===== src/rtl/sram_ctrl_pkg.sv =====
// Shared types for the asynchronous SRAM controller.
// Assumes: one request in flight at a time; every phase lasts at least one cycle.
package sram_ctrl_pkg;

    // Phase of a memory cycle; the order has no meaning to the pins.
    typedef enum logic [2:0] {
        PH_IDLE   = 3'd0,
        PH_SETUP  = 3'd1,
        PH_STROBE = 3'd2,
        PH_HOLD   = 3'd3,
        PH_ACCESS = 3'd4,
        PH_TURN   = 3'd5
    } phase_e;

    // Chip is selected in every phase of a cycle except the read turnaround.
    function automatic logic phase_selects(input phase_e ph);
        return (ph == PH_SETUP) || (ph == PH_STROBE) ||
               (ph == PH_HOLD)  || (ph == PH_ACCESS);
    endfunction

    // Controller drives the data bus only in the phases of a write.
    function automatic logic phase_drives(input phase_e ph);
        return (ph == PH_SETUP) || (ph == PH_STROBE) || (ph == PH_HOLD);
    endfunction

    // Largest of five cycle counts, used to size the phase counter.
    function automatic int unsigned max5(input int unsigned a, input int unsigned b,
                                         input int unsigned c, input int unsigned d,
                                         input int unsigned e);
        int unsigned m;
        m = a;
        if (b > m) m = b;
        if (c > m) m = c;
        if (d > m) m = d;
        if (e > m) m = e;
        return m;
    endfunction

endpackage


===== src/rtl/sram_ctrl_seq.sv =====
// Phase sequencer: walks a write through setup, strobe and hold, and a read
// through access and turnaround. Each phase lasts its parameter's cycle count.
// Assumes: every count is at least 1; start is only raised while idle.
module sram_ctrl_seq
    import sram_ctrl_pkg::*;
#(
    parameter int unsigned SETUP_CYC  = 1,
    parameter int unsigned STROBE_CYC = 2,
    parameter int unsigned HOLD_CYC   = 1,
    parameter int unsigned ACCESS_CYC = 2,
    parameter int unsigned TURN_CYC   = 1
) (
    input  logic   clk,
    input  logic   rst_n,
    input  logic   start,
    input  logic   start_write,
    output phase_e phase,
    output phase_e phase_nxt,
    output logic   capture
);

    localparam int unsigned MAX_LEN = max5(SETUP_CYC, STROBE_CYC, HOLD_CYC,
                                           ACCESS_CYC, TURN_CYC);
    localparam int unsigned CNT_W   = $clog2(MAX_LEN + 1);

    phase_e           phase_q;
    logic [CNT_W-1:0] cnt_q;
    logic [CNT_W-1:0] cnt_nxt;
    logic [CNT_W-1:0] last_cnt;
    logic             phase_done;

    // Select the length of the current phase, as its final counter value.
    always_comb begin
        case (phase_q)
            PH_SETUP:  last_cnt = CNT_W'(SETUP_CYC - 1);
            PH_STROBE: last_cnt = CNT_W'(STROBE_CYC - 1);
            PH_HOLD:   last_cnt = CNT_W'(HOLD_CYC - 1);
            PH_ACCESS: last_cnt = CNT_W'(ACCESS_CYC - 1);
            PH_TURN:   last_cnt = CNT_W'(TURN_CYC - 1);
            default:   last_cnt = '0;
        endcase
    end

    assign phase_done = (cnt_q == last_cnt);

    // Decide the next phase and the next counter value.
    always_comb begin
        phase_nxt = phase_q;
        cnt_nxt   = cnt_q + 1'b1;
        case (phase_q)
            PH_IDLE: begin
                cnt_nxt = '0;
                if (start) phase_nxt = start_write ? PH_SETUP : PH_ACCESS;
            end
            PH_SETUP:  if (phase_done) phase_nxt = PH_STROBE;
            PH_STROBE: if (phase_done) phase_nxt = PH_HOLD;
            PH_HOLD:   if (phase_done) phase_nxt = PH_IDLE;
            PH_ACCESS: if (phase_done) phase_nxt = PH_TURN;
            PH_TURN:   if (phase_done) phase_nxt = PH_IDLE;
            default:   phase_nxt = PH_IDLE;
        endcase
        if (phase_nxt != phase_q) cnt_nxt = '0;
    end

    // Advance phase and counter; reset returns to idle.
    always_ff @(posedge clk) begin
        if (!rst_n) begin
            phase_q <= PH_IDLE;
            cnt_q   <= '0;
        end else begin
            phase_q <= phase_nxt;
            cnt_q   <= cnt_nxt;
        end
    end

    assign phase   = phase_q;
    assign capture = (phase_q == PH_ACCESS) && phase_done;

endmodule


===== src/rtl/sram_ctrl_pins.sv =====
// Pin stage: registers the memory strobes and the bus drive enable from the
// next phase, so every pin comes straight from a flop and cannot glitch.
// Assumes: phase_nxt is the value the sequencer loads at this edge.
module sram_ctrl_pins
    import sram_ctrl_pkg::*;
(
    input  logic   clk,
    input  logic   rst_n,
    input  phase_e phase_nxt,
    output logic   ce_n,
    output logic   oe_n,
    output logic   we_n,
    output logic   dq_oe,
    output logic   ready
);

    // Load each pin with its value for the coming phase; reset releases all.
    always_ff @(posedge clk) begin
        if (!rst_n) begin
            ce_n  <= 1'b1;
            oe_n  <= 1'b1;
            we_n  <= 1'b1;
            dq_oe <= 1'b0;
            ready <= 1'b1;
        end else begin
            ce_n  <= !phase_selects(phase_nxt);
            oe_n  <= (phase_nxt != PH_ACCESS);
            we_n  <= (phase_nxt != PH_STROBE);
            dq_oe <= phase_drives(phase_nxt);
            ready <= (phase_nxt == PH_IDLE);
        end
    end

endmodule


===== src/rtl/sram_ctrl_dpath.sv =====
// Data path: holds the request address and write data for the whole memory
// cycle and captures the read word into a response register.
// Assumes: take is high only at the edge that accepts a request.
module sram_ctrl_dpath #(
    parameter int unsigned ADDR_W = 15,
    parameter int unsigned DATA_W = 8
) (
    input  logic              clk,
    input  logic              rst_n,
    input  logic              take,
    input  logic [ADDR_W-1:0] host_addr,
    input  logic [DATA_W-1:0] host_wdata,
    input  logic              capture,
    input  logic [DATA_W-1:0] bus_in,
    output logic [ADDR_W-1:0] pin_addr,
    output logic [DATA_W-1:0] pin_wdata,
    output logic              rsp_valid,
    output logic [DATA_W-1:0] rsp_rdata
);

    logic [ADDR_W-1:0] addr_q;
    logic [DATA_W-1:0] wdata_q;

    // Latch address and write data when a request is accepted.
    always_ff @(posedge clk) begin
        if (!rst_n) begin
            addr_q  <= '0;
            wdata_q <= '0;
        end else if (take) begin
            addr_q  <= host_addr;
            wdata_q <= host_wdata;
        end
    end

    // Capture the bus at the end of a read and pulse the valid flag once.
    always_ff @(posedge clk) begin
        if (!rst_n) begin
            rsp_valid <= 1'b0;
            rsp_rdata <= '0;
        end else begin
            rsp_valid <= capture;
            if (capture) rsp_rdata <= bus_in;
        end
    end

    assign pin_addr  = addr_q;
    assign pin_wdata = wdata_q;

endmodule


===== src/rtl/sram_async_ctrl.sv =====
// Asynchronous SRAM controller top: host valid/ready request port on one side,
// active-low strobes, address and a split data pad on the other.
// Assumes: the memory's access, strobe and release times fit the parameter
// cycle counts at the clock in use; all counts are at least 1.
module sram_async_ctrl
    import sram_ctrl_pkg::*;
#(
    parameter int unsigned ADDR_W     = 15,
    parameter int unsigned DATA_W     = 8,
    parameter int unsigned SETUP_CYC  = 1,
    parameter int unsigned STROBE_CYC = 2,
    parameter int unsigned HOLD_CYC   = 1,
    parameter int unsigned ACCESS_CYC = 2,
    parameter int unsigned TURN_CYC   = 1
) (
    input  logic              clk,
    input  logic              rst_n,
    input  logic              req_valid,
    input  logic              req_write,
    input  logic [ADDR_W-1:0] req_addr,
    input  logic [DATA_W-1:0] req_wdata,
    output logic              req_ready,
    output logic              rsp_valid,
    output logic [DATA_W-1:0] rsp_rdata,
    output logic              mem_ce_n,
    output logic              mem_oe_n,
    output logic              mem_we_n,
    output logic [ADDR_W-1:0] mem_addr,
    output logic [DATA_W-1:0] mem_dq_out,
    output logic              mem_dq_oe,
    input  logic [DATA_W-1:0] mem_dq_in
);

    phase_e phase;
    phase_e phase_nxt;
    logic   accept;
    logic   capture;

    // A request is taken at the edge where it meets an idle controller.
    assign accept = req_valid && (phase == PH_IDLE);

    sram_ctrl_seq #(
        .SETUP_CYC (SETUP_CYC),
        .STROBE_CYC(STROBE_CYC),
        .HOLD_CYC  (HOLD_CYC),
        .ACCESS_CYC(ACCESS_CYC),
        .TURN_CYC  (TURN_CYC)
    ) u_seq (
        .clk        (clk),
        .rst_n      (rst_n),
        .start      (accept),
        .start_write(req_write),
        .phase      (phase),
        .phase_nxt  (phase_nxt),
        .capture    (capture)
    );

    sram_ctrl_pins u_pins (
        .clk      (clk),
        .rst_n    (rst_n),
        .phase_nxt(phase_nxt),
        .ce_n     (mem_ce_n),
        .oe_n     (mem_oe_n),
        .we_n     (mem_we_n),
        .dq_oe    (mem_dq_oe),
        .ready    (req_ready)
    );

    sram_ctrl_dpath #(
        .ADDR_W(ADDR_W),
        .DATA_W(DATA_W)
    ) u_dpath (
        .clk       (clk),
        .rst_n     (rst_n),
        .take      (accept),
        .host_addr (req_addr),
        .host_wdata(req_wdata),
        .capture   (capture),
        .bus_in    (mem_dq_in),
        .pin_addr  (mem_addr),
        .pin_wdata (mem_dq_out),
        .rsp_valid (rsp_valid),
        .rsp_rdata (rsp_rdata)
    );

endmodule


===== config.mk =====
export PLATFORM = sky130hd
export DESIGN_NAME = sram_async_ctrl
export DESIGN_NICKNAME = d
export VERILOG_FILES = /design/src/rtl/sram_ctrl_pkg.sv /design/src/rtl/sram_ctrl_seq.sv /design/src/rtl/sram_ctrl_pins.sv /design/src/rtl/sram_ctrl_dpath.sv /design/src/rtl/sram_async_ctrl.sv
export SDC_FILE = /design/constraint.sdc
export NUM_CORES = 1
export LEC_CHECK = 0
export BUFFER_PORTS_ARGS = -buffer_cell sky130_fd_sc_hd__buf_4
export CAP_MARGIN = 5
export CORE_MARGIN = 5
export CORE_UTILIZATION = 41
export CTS_CLUSTER_SIZE = 14
export DETAILED_ROUTE_END_ITERATION = 8
export PLACE_DENSITY = 0.72
export SLEW_MARGIN = 20
export SYNTH_ARGS = -nofsm -noshare
export SYNTH_HDL_FRONTEND = slang
export SYNTH_SLANG_ARGS = --single-unit

===== constraint.sdc =====
create_clock -name clk -period 1.5 [get_ports clk]
set_input_delay 0 -clock clk [delete_from_list [all_inputs] [get_ports clk]]
set_output_delay 0 -clock clk [all_outputs]
set_load 0.005 [all_outputs]

-- After elaboration in Yosys (flattened, before gate mapping)
Cells that the tools add are included.
- add/subtract/negate cells: 1
- equal/unequal tests: 13
- multiplexer cells: 8
- bitwise operators: 1
- reductions and logical operators: 11
- operators by type and width (cell ; count):
    2-to-1 mux 3 bit ; 6
    case mux 3 bit (5 select lines) ; 1
    equality test 3 x 2 -> 1 bit, second input constant ; 4
    equality test 3 bit, second input constant ; 3
    equality test 3 x 1 -> 1 bit, second input constant ; 2
    zero test 3 bit ; 2
    OR reduction 2 bit ; 2
    logical OR 1 bit ; 3
    inequality test 3 x 2 -> 1 bit, second input constant ; 1
    inequality test 3 bit ; 1
    inequality test 3 bit, second input constant ; 1
    OR reduction 3 bit ; 1
    adder 2 x 1 -> 2 bit, second input constant ; 1
    equality test 2 x 1 -> 1 bit ; 1
    logical AND 1 bit ; 2
    zero test 1 bit ; 1
    2-to-1 mux 1 bit ; 1
    inverter 1 bit ; 1
- flip-flop bits (word level): 42
- input port bits: 35

-- Longest topological paths before layout
- depth after elaboration: 11
- mapped depth: 6

-- Modules after synthesis
A second synthesis with hierarchy kept.
- cells, all modules: 152
- area total of the unflattened synthesis: 1722.9 um2
- by module, submodules not included (module ; times used ; cells each ; area an instance (um2) ; seq. area each (um2)):
    sram_ctrl_dpath ; 1 ; 102 ; 1221.2 ; 640.6
    sram_ctrl_seq ; 1 ; 35 ; 330.3 ; 100.1
    sram_ctrl_pins ; 1 ; 14 ; 156.4 ; 100.1
    sram_async_ctrl ; 1 ; 1 ; 15.0 ; 0.0

-- Least setup slack after synthesis
Ideal clock, no wire load.
- path kind: register -> register
- start point: register u_seq.phase_q[1] (netlist: u_seq.phase[1])
- end point: register u_pins.ce_n
- setup time: 0.130 ns
- data arrival time: 1.331 ns
- data required time: 1.370 ns
- path slack: 0.039 ns
- cell stages (with the launch flop): 6
- buffers on the path: 1
- period minus slack after synthesis: 1.461 ns
- cell sequence: dfxtp_1 -> or4b_1 -> buf_2 -> o22ai_2 -> and2_2 -> a21oi_1
- word-level cells in the longest chain between the ends: 11
- elaborated cells on any way between the ends: 25
- classes of those cells: 10 x eq/ne; 7 x mux; 8 x reduce/logical
- RTL lines (element ; RTL line ; RTL):
    start, declared ; sram_ctrl_seq.sv:26 ; phase_e phase_q;
    start signal, assigned ; sram_ctrl_seq.sv:71 ; phase_q <= phase_nxt;
    equality test 3 x 2 -> 1 bit or equality test 3 bit (tied branches) ; sram_ctrl_seq.sv:34, sram_ctrl_seq.sv:50 ;
    OR reduction 2 bit (no source line) ; n/a ;
    2-to-1 mux 1 bit ; sram_ctrl_seq.sv:34 ; case (phase_q)
    equality test 2 x 1 -> 1 bit ; sram_ctrl_seq.sv:44 ; assign phase_done = (cnt_q == last_cnt);
    2-to-1 mux 3 bit (on tied branches) ; n/a ;
    case mux 3 bit (5 select lines) (*) ; sram_ctrl_seq.sv:50 ; case (phase_q)
    equality test 3 x 1 -> 1 bit or equality test 3 x 2 -> 1 bit (tied branches) ; sram_ctrl_pkg.sv:17 ; return (ph == PH_SETUP) || (ph == PH_STROBE) ||
    logical OR 1 bit (2 in a row) ; sram_ctrl_pkg.sv:17 ;
    logical OR 1 bit (*) ; sram_ctrl_pkg.sv:18 ; (ph == PH_HOLD) || (ph == PH_ACCESS);
    zero test 1 bit (*) ; sram_ctrl_pins.sv:26 ; ce_n <= !phase_selects(phase_nxt);
    end signal, assigned ; sram_ctrl_pins.sv:26 ;
    end, declared ; sram_ctrl_pins.sv:10 ; output logic ce_n,
Every way passes the cells marked *; elsewhere a longest branch is shown, timed or not.
A chain may end at the register's enable or synchronous reset.

-- Final worst setup path
- start point: register u_seq.phase_q[0] (netlist: u_seq.phase[0])
- end point: register u_pins.ce_n
The elaborated chain is that of the path after synthesis.

==> impl_metrics.json <==
{
  "grt_max_degree": 24,
  "io_buffers": 71,
  "grt_pass1_vias": 1550,
  "die_w_um": 72.0,
  "setup_violations": 0,
  "arrival_ns": 1.61,
  "max_stage_delay_ns": 0.54,
  "grtUsageTotal_pct": 17.2,
  "io-pin-count": 72,
  "nFillCells": 295,
  "drtIter0Drc": 66,
  "rows": 22,
  "grt_pass1_wl_mm": 7.01,
  "postRouteAntennaNets": 0,
  "cts_sinks": 42,
  "core_area_um2": 3690,
  "fin_worst_skew_ns": 0.00672,
  "dr_total_vias": 1576,
  "overflow": 0,
  "die_h_um": 72.0,
  "post_dp_cell_area_um2": 2200,
  "drive_above_1_share_pct": 33.2,
  "finalCritPeriodShare_pct": 95.6,
  "first_pass_iters": 4,
  "max_freq_mhz": 698,
  "finalCriticalPeriod_ns": 1.43,
  "place.gp.congestion": 0.740,
  "clk_latency_ns": 0.29,
  "hp-class": "in -> reg",
  "critPathCaptureType": "flop",
  "avgSynthCellArea_um2": 8.66,
  "critPathLaunchType": "flop",
  "cts_tree": "built",
  "area_growth_pct": 67.5,
  "hold_viol_final": 0,
  "clk_path_buf_depth": 2,
  "layout.cells.most_common_list": "buf_4 (80), nand2_1 (50), dfxtp_1 (41), dlygate4sd3_1 (32), a21oi_1 (28)",
  "clk_pin_slew_ns": 0.08,
  "layout_commonest_cell": "buf_4",
  "yosysSeqAreaShare_pct": 53.3,
  "vdd_drop_max_uv": 1010,
  "path_class": "reg -> reg",
  "yosysWarnings": 0,
  "syn-num-nets": 217,
  "wl_per_cell_um": 12.8,
  "syn_inst": 182,
  "start_util_pct": 42.7,
  "antenna_found_initial": 0,
  "insertedDiodeCount": 0,
  "fin_area_um2": 2640,
  "synth-seq-cells": 42,
  "cp.required_ns": 1.67,
  "cpMaxStageDelayCell": "or4b_4",
  "route.detailed.drc": 0,
  "crit_chain": "or4b_4 -> o22ai_4 -> and2_4 -> a21oi_1",
  "hpwl_mm": 2.65,
  "synth.distinct_cells": 30,
  "worst-slew-pin-transition_ns": 0.315,
  "final_net_count": 323,
  "cap_violations": 0,
  "cts.htree.levels": 2,
  "mappedNetlistArea_um2": 1580,
  "cts_root_buf": "clkbuf_8",
  "dieArea_um2": 5190,
  "wl_mm": 4.31,
  "slew_headroom_pct": 78.8,
  "via_per_inst": 4.68,
  "finalSetupTns_ns": 0,
  "rsz0062_at_grt": "no",
  "crit_fanout": 3,
  "cts_made_buffers": 5,
  "power_density_nw_per_um2": 1410,
  "power.leakage_nw": 1.21,
  "slew_violations": 0,
  "outcome": "complete, no violations"
}
-- worst max-delay path, delay by kind of cell, from the launching register on --
kind             cells  cell delay (ns)
AND/OR/NAND/NOR      2             0.71
flip-flops           1             0.34
AO/OA/AOI/OAI        2             0.26
-- synth_stat cells --
| master | n | area share (%) |
|---|---|---|
| a211o_1 | 1 | 0.56 |
| a211oi_1 | 2 | 0.95 |
| a21o_1 | 1 | 0.48 |
| a21oi_1 | 28 | 8.9 |
| a22o_1 | 1 | 0.56 |
| a311oi_1 | 1 | 0.56 |
| and2_2 | 1 | 0.48 |
| buf_2 | 7 | 2.2 |
| clkbuf_1 | 7 | 1.7 |
| clkinv_1 | 1 | 0.24 |
| dfxtp_1 | 42 | 53 |
| mux2i_1 | 8 | 5.1 |
| nand2_1 | 50 | 12 |
| nand2b_1 | 3 | 1.2 |
| nand3_1 | 1 | 0.32 |
| nor2_1 | 11 | 2.6 |
| nor2b_1 | 2 | 0.79 |
| nor3_1 | 3 | 0.95 |
| nor3b_1 | 1 | 0.48 |
| nor3b_4 | 1 | 1.2 |
| nor4_1 | 1 | 0.40 |
| nor4b_2 | 1 | 0.95 |
| nor4bb_1 | 1 | 0.63 |
| o21ai_0 | 1 | 0.32 |
| o21ai_1 | 1 | 0.32 |
| o21bai_1 | 1 | 0.48 |
| o22ai_2 | 1 | 0.79 |
| o31ai_1 | 1 | 0.48 |
| or4b_1 | 1 | 0.63 |
| xnor2_1 | 1 | 0.56 |
-- sequential cells by signal, summed over array words and instances, names as in the netlist --
name / cells
u_dpath.pin_addr: 15
u_dpath.pin_wdata: 8
u_dpath.rsp_rdata: 8
u_seq.phase: 3
u_seq.cnt_q: 2
u_dpath.rsp_valid: 1
u_pins.ce_n: 1
u_pins.dq_oe: 1
u_pins.oe_n: 1
u_pins.ready: 1
u_pins.we_n: 1
-- area by class of cell --
cell class	instances	area, um2	share of cell area, %
Timing Repair Buffer	113	941	35.6
Sequential cell	42	842	31.9
Multi-Input combinational cell	125	698	26.4
Clock buffer	6	82.6	3.13
Tap cell	48	60.1	2.27
Clock inverter	2	12.5	0.474
Inverter	1	3.75	0.142
-- logic make-up (layout without fill, tap and decap cells) --
family,after synthesis,after routing,share of synthesized area (%)
multiplexers,8,8,5.08
AO/OA/AOI/OAI,39,39,14.4
buffers and inverters,15,122,4.13
AND/OR/NAND/NOR,77,77,22.5
flip-flops,42,42,53.3
XOR/XNOR,1,1,0.556
-- routing by layer --
metal  share of wire [%]  up-vias  track usage [%]
met4                 1.6        0             6.47
met5                   0        -                0
li1                    -      819                -
met1                  42      706             19.4
met3                 5.8        6             5.12
met2                  51       45             30.6
-- final timing paths --
| check | slack, ns | startpoint | cells past startpoint | to |
|---|---|---|---|---|
| setup / recovery | 0.07 | u_seq.phase[0] | 4 | u_pins.ce_n |
| hold / removal | 0.09 | req_write | 3 | u_pins.ready |
| hold reg to reg | 0.46 | u_dpath.pin_addr[2] | 2 | u_dpath.pin_addr[2] |
| setup reg to reg | 0.07 | u_seq.phase[0] | 4 | u_pins.ce_n |
-- stage by stage --
step                setup WS (ns)  instances  hold slack (ns)  util (%)  total power [mW]
finish                     0.0666        337           0.0850      71.6              3.73
CTS                        0.0404        336           0.0876      70.8              3.69
global placement           0.0582        296            0.228      59.6              2.86
global route              0.00687        337            0.101      71.6              3.99
floorplan                  0.0386        182           0.0762         -              2.27
detailed placement         0.0830        296            0.210      59.6              2.88
-- repair_timing --
| item | 4_1_cts | 5_1_grt |
|---|---|---|
| endpoints found under the setup margin | 0 | 2 |
| buffers inserted | 0 | 1 |
| hold buffers | 32 | 0 |
| gates resized for setup | 0 | 5 |
| endpoints found under the hold margin | 33 | 0 |
-- where the power goes --
group | internal, mW | switching [mW] | leakage (nW)
combinational | 0.788 | 0.720 | 0.820
sequential | 1.35 | 0.136 | 0.344
clock | 0.370 | 0.368 | 0.0472
total | 2.51 | 1.22 | 1.21
Note: power is estimated with default switching activity, not from simulation.
